File: src/rtl/brg_pkg.sv
package brg_pkg;
    typedef enum logic [1:0] {
        ST_FLOAT      = 2'd0,
        ST_FORCE      = 2'd1,
        ST_HOLD_FIRST = 2'd2,
        ST_HOLD       = 2'd3
    } brg_state_t;
endpackage

File: src/rtl/brg_sync.sv
// Multi-stage falling-edge synchronizer for the asynchronous ready pair.
module brg_sync #(
    parameter int STAGES = 2,
    parameter int WIDTH  = 2
) (
    input  logic             clk,
    input  logic             rst,
    input  logic [WIDTH-1:0] d_in,
    output logic [WIDTH-1:0] q_out
);
    logic [WIDTH-1:0] stg [STAGES];

    for (genvar i = 0; i < STAGES; i++) begin : g_stage
        if (i == 0) begin : g_first
            always_ff @(negedge clk) begin
                if (rst) stg[i] <= '1;
                else     stg[i] <= d_in;
            end
        end else begin : g_next
            always_ff @(negedge clk) begin
                if (rst) stg[i] <= '1;
                else     stg[i] <= stg[i-1];
            end
        end
    end

    assign q_out = stg[STAGES-1];
endmodule

File: src/rtl/brg_qual.sv
// Qualifies both ready sources with phase and status; async path wins.
module brg_qual #(
    parameter int STAT_W = 2
) (
    input  logic              phase_hi,
    input  logic [STAT_W-1:0] stat_n,
    input  logic              srdy_n,
    input  logic              srdy_en_n,
    input  logic [1:0]        async_q,
    output logic              status_busy,
    output logic              any_hit
);
    logic sync_ok;
    logic async_ok;

    always_comb begin
        status_busy = ~(&stat_n);
        sync_ok     = ~srdy_n & ~srdy_en_n & ~status_busy & phase_hi;
        async_ok    = ~async_q[0] & ~async_q[1] & phase_hi;
        if (async_ok) any_hit = 1'b1;   // synchronous pair not consulted
        else          any_hit = sync_ok;
    end
endmodule

File: src/rtl/brg_fsm.sv
// Ready hold controller: state register, next-state logic, output logic.
module brg_fsm
    import brg_pkg::*;
(
    input  logic clk,
    input  logic rst,
    input  logic phase_hi,
    input  logic status_busy,
    input  logic any_hit,
    output logic drv
);
    brg_state_t state;
    brg_state_t nxt;

    always_ff @(negedge clk) begin
        state <= nxt;
    end

    always_comb begin
        nxt = ST_FLOAT;
        if (rst) begin
            nxt = ST_FORCE;
        end else begin
            unique case (state)
                ST_FORCE:      nxt = ST_FLOAT;
                ST_FLOAT:      nxt = (!status_busy && any_hit) ? ST_HOLD_FIRST : ST_FLOAT;
                ST_HOLD_FIRST: nxt = ST_HOLD;
                ST_HOLD: begin
                    if (status_busy)               nxt = ST_FLOAT;
                    else if (phase_hi && !any_hit) nxt = ST_FLOAT;
                    else                           nxt = ST_HOLD;
                end
                default:       nxt = ST_FLOAT;
            endcase
        end
    end

    always_comb begin
        drv = (state != ST_FLOAT);
    end

    // reset seen on an edge means ready driven after it
    a_r8_reset_force: assert property (@(negedge clk) rst |=> drv);

    // at least two driven edges after assertion
    a_r6_min_hold: assert property (@(negedge clk) disable iff (rst)
        $rose(drv) |=> drv);

    // busy status in continued drive releases the wire
    a_r5_float_on_status: assert property (@(negedge clk) disable iff (rst)
        (state == ST_HOLD && status_busy) |=> !drv);

    // release on phase-high edge with no active source
    a_r7_release: assert property (@(negedge clk) disable iff (rst)
        (state == ST_HOLD && !status_busy && phase_hi && !any_hit) |=> !drv);

    // no assertion from released state while phase is low
    a_r2_phase_gate: assert property (@(negedge clk) disable iff (rst)
        (state == ST_FLOAT && !phase_hi) |=> !drv);
endmodule

File: src/rtl/bus_ready_gen.sv
module bus_ready_gen #(
    parameter int SYNC_STAGES = 2,
    parameter int STAT_W      = 2
) (
    input  logic              clk,
    input  logic              rst,
    input  logic              phase_hi,
    input  logic [STAT_W-1:0] stat_n,
    input  logic              srdy_n,
    input  logic              srdy_en_n,
    input  logic              ardy_n,
    input  logic              ardy_en_n,
    output logic              drive_low,
    output logic              oe
);
    logic [1:0] async_q;
    logic       status_busy;
    logic       any_hit;
    logic       drv;

    brg_sync #(.STAGES(SYNC_STAGES), .WIDTH(2)) u_sync (
        .clk   (clk),
        .rst   (rst),
        .d_in  ({ardy_en_n, ardy_n}),
        .q_out (async_q)
    );

    brg_qual #(.STAT_W(STAT_W)) u_qual (
        .phase_hi    (phase_hi),
        .stat_n      (stat_n),
        .srdy_n      (srdy_n),
        .srdy_en_n   (srdy_en_n),
        .async_q     (async_q),
        .status_busy (status_busy),
        .any_hit     (any_hit)
    );

    brg_fsm u_fsm (
        .clk         (clk),
        .rst         (rst),
        .phase_hi    (phase_hi),
        .status_busy (status_busy),
        .any_hit     (any_hit),
        .drv         (drv)
    );

    assign drive_low = drv;
    assign oe        = drv;
endmodule

File: config.mk
export PLATFORM = sky130hd
export DESIGN_NAME = bus_ready_gen
export DESIGN_NICKNAME = d
export VERILOG_FILES = /design/src/rtl/brg_pkg.sv /design/src/rtl/brg_sync.sv /design/src/rtl/brg_qual.sv /design/src/rtl/brg_fsm.sv /design/src/rtl/bus_ready_gen.sv
export SDC_FILE = /design/constraint.sdc
export NUM_CORES = 1
export LEC_CHECK = 0
export BUFFER_PORTS_ARGS = -buffer_cell sky130_fd_sc_hd__buf_2
export CORE_AREA = 2 2 39 41
export CTS_BUF_LIST = sky130_fd_sc_hd__clkbuf_8
export DETAILED_ROUTE_END_ITERATION = 8
export DIE_AREA = 0 0 41 43
export GPL_ROUTABILITY_DRIVEN = 0
export PLACE_DENSITY = 0.48
export SLEW_MARGIN = 25
export SYNTH_ARGS = -nofsm -noshare
export SYNTH_HDL_FRONTEND = slang
export SYNTH_HIERARCHICAL = 1
export SYNTH_SLANG_ARGS = --single-unit
File: constraint.sdc
create_clock -name clk -period 1.6 [get_ports clk]
set_clock_uncertainty 0.1 [all_clocks]
set_input_delay 0.32 -clock clk [delete_from_list [all_inputs] [get_ports clk]]
set_output_delay 0.32 -clock clk [all_outputs]
set_load 0.005 [all_outputs]
==> flow_summary.toml <==
[floorplanning]
initial_core_util_pct = 18.44
die-area_mm2 = 0.001763
fp.dieH_um = 43
ios = 11
core_area_mm2 = 0.001384
die_w_um = 41
rows = 14

[routing]
num_vias = 238
drt-vias-per-instance = 3.778
totalWireLength_um = 467
dr.pass1.iters = 1
drt_iter0_drc = 0
drc_errors = 0
ant_nets = 0
wl_per_cell_um = 7.413

[synthesis]
ys_seq_area_share_pct = 47.06
synth_top_cell_area_share_pct = 47.06
synth_cell_type_count = 16
synth_area_leader_cell = "dfxtp_1"
syn_area_um2 = 255.2
synth.area.top_cells = "dfxtp_1 47%, or2_1 9.8%, a211oi_2 4.9%"
synth_ff_type = "dfxtp_1"
ys_ff_latch = 6
syn_inst = 26
syn_nets = 35
synth_common_cells = "6 x dfxtp_1, 4 x or2_1, 2 x inv_1, 2 x nand2b_1"
syn_avg_cell_area_um2 = 9.817
async_reset_ff_share_pct = 0
yosys.cell_count.top_type = "dfxtp_1"
synth_edf_count = 0
synth_warnings = 6

[clock_tree]
cts_buffers = 3
cts_hold_buf = 0
max-clock-path-buffers = 2
tritoncts = "done"
clkTransAtPathRegs_ps = 30
clock_latency_ps = 280
cts_num_sinks = 6
postCtsSetupBuffers = 0
htreeDepth = 1
root_buffer = "clkbuf_8"

[pwr]
p_leak_uw = 0.0002181
cellPowerDensity_mw_per_mm2 = 1074
peakVddDrop_mv = 0.5523
power.total_uw = 476.9

[layout]
area_growth_pct = 74.02
fillerInstances = 139
n_antenna_cell = 0
drive_above_1_share_pct = 51.06
final_area_um2 = 444.2
fin_util_pct = 32.10
nets = 58

[global_routing]
grt_max_degree = 7
antenna_found_initial = 0
grt_pass1_vias = 249
track_usage_pct = 7.553
grt_pass1_wl_um = 821
overflow = 0

[worst_hold_path]
hold_start = "u_sync/stg[0][0]"
hold-path-cell-count = 1
hp-class = "flop to flop"
worstHoldEndpoint = "u_sync/stg[1][0]"

[timing]
setup_ws_ps = -567.2
tightest_slew_ps = 140.8
hold_slack_ps = 296.2
max_slew_margin_pct = 90.60
slew_viol_final = 0
rsz0062_at_grt = "true"
hold_viol = 0
setup_viol = 4

[flow_run]
maxCapViolations = 0

[outcome]
run_status = "complete, but fails checks"
violations = "negative setup slack"

[critical_path]
r2r_end = "u_fsm/state[0]"
reg2reg_depth = 5
crit_arrival_ps = 1750
r2r_slack_ps = 500
critPathMaxFanout = 2
worstSetupEndpointType = "output port"
worst_ep_required_time_ps = 1180
crit_path_start = "u_fsm/state[1]"
path_class = "flop to output port"
rr_startpoint = "u_sync/stg[1][0]"
critPathLaunchType = "flop"

[placement]
placedInstanceArea_um2 = 359.1
port_buffers = 10
dp_hpwl_um = 350.9
dp_slack_ps = -591.3
[flip-flops by register name, indices dropped and copies added (netlist names)]
name / flops
u_fsm/state: 2
u_sync/stg: 4
[critical path: stages (launching register included)]
cell and delay (ps):
dfxtp_1 300, or2_4 250, buf_6 110
[through the flow]
step	std cells	setup TNS [ps]
6_report	63	-1612
5_1_grt	63	-1763
4_1_cts	63	-1643
3_5_place_dp	56	-2056
3_3_place_gp	56	-2053
2_1_floorplan	26	-1234
[cells in the final DEF (no fill, tap or decap), drive strengths merged]
master  instances
nand2b          2
and4bb          1
dfxtp           6
a21boi          1
buf            15
o21ai           1
nor2            1
nand2           1
nor2b           1
or2             5
a21oi           1
inv             6
a211oi          1
o21a            1
clkbuf          3
a21o            1
[report_power, final]
group          internal (µW)  switching [µW]  leakage, µW
combinational           28.3            14.2     0.000115
sequential               157            1.47    0.0000497
clock                    182            93.2    0.0000535
[logic make-up after synthesis]
family | after synthesis | synth area share [%]
flip-flops | 6 | 47.06
AND/OR/NAND/NOR | 11 | 27.45
AO/OA/AOI/OAI | 6 | 19.60
buffers and inverters | 3 | 5.885
[area by class of cell]
cell class / count / area [µm²] / share of cell area, %
Multi-Input combinational cell: 17 / 126.4 / 28.45
Tap cell: 16 / 20.02 / 4.507
Timing Repair Buffer: 15 / 112.6 / 25.35
Clock inverter: 6 / 22.52 / 5.070
Clock buffer: 3 / 41.29 / 9.296
Sequential cell: 6 / 121.4 / 27.32
[repair_timing]
| action | CTS | global route |
|---|---|---|
| pin swaps | 4 | 1 |
| resized for setup | 3 | 2 |
| endpoints found under the setup margin | 4 | 4 |
[routing by layer]
layer	wire [µm]	vias to the layer above	track usage [%]
met4	0	0	8.000
met1	210	99	7.792
met5	0	-	0
met3	52	0	5.759
met2	204	13	8.750
li1	-	126	-
[worst max path at each step]
stage	endpoint	slack [ps]	cells after the start
after floorplan	u_fsm/state[0]	-440	5
after global placement	u_fsm/state[0]	-590	6
after detailed placement	u_fsm/state[0]	-590	6
after CTS	drive_low	-570	2
after global routing	drive_low	-600	2
final	drive_low	-570	2
Note: power is estimated with default switching activity, not from simulation.
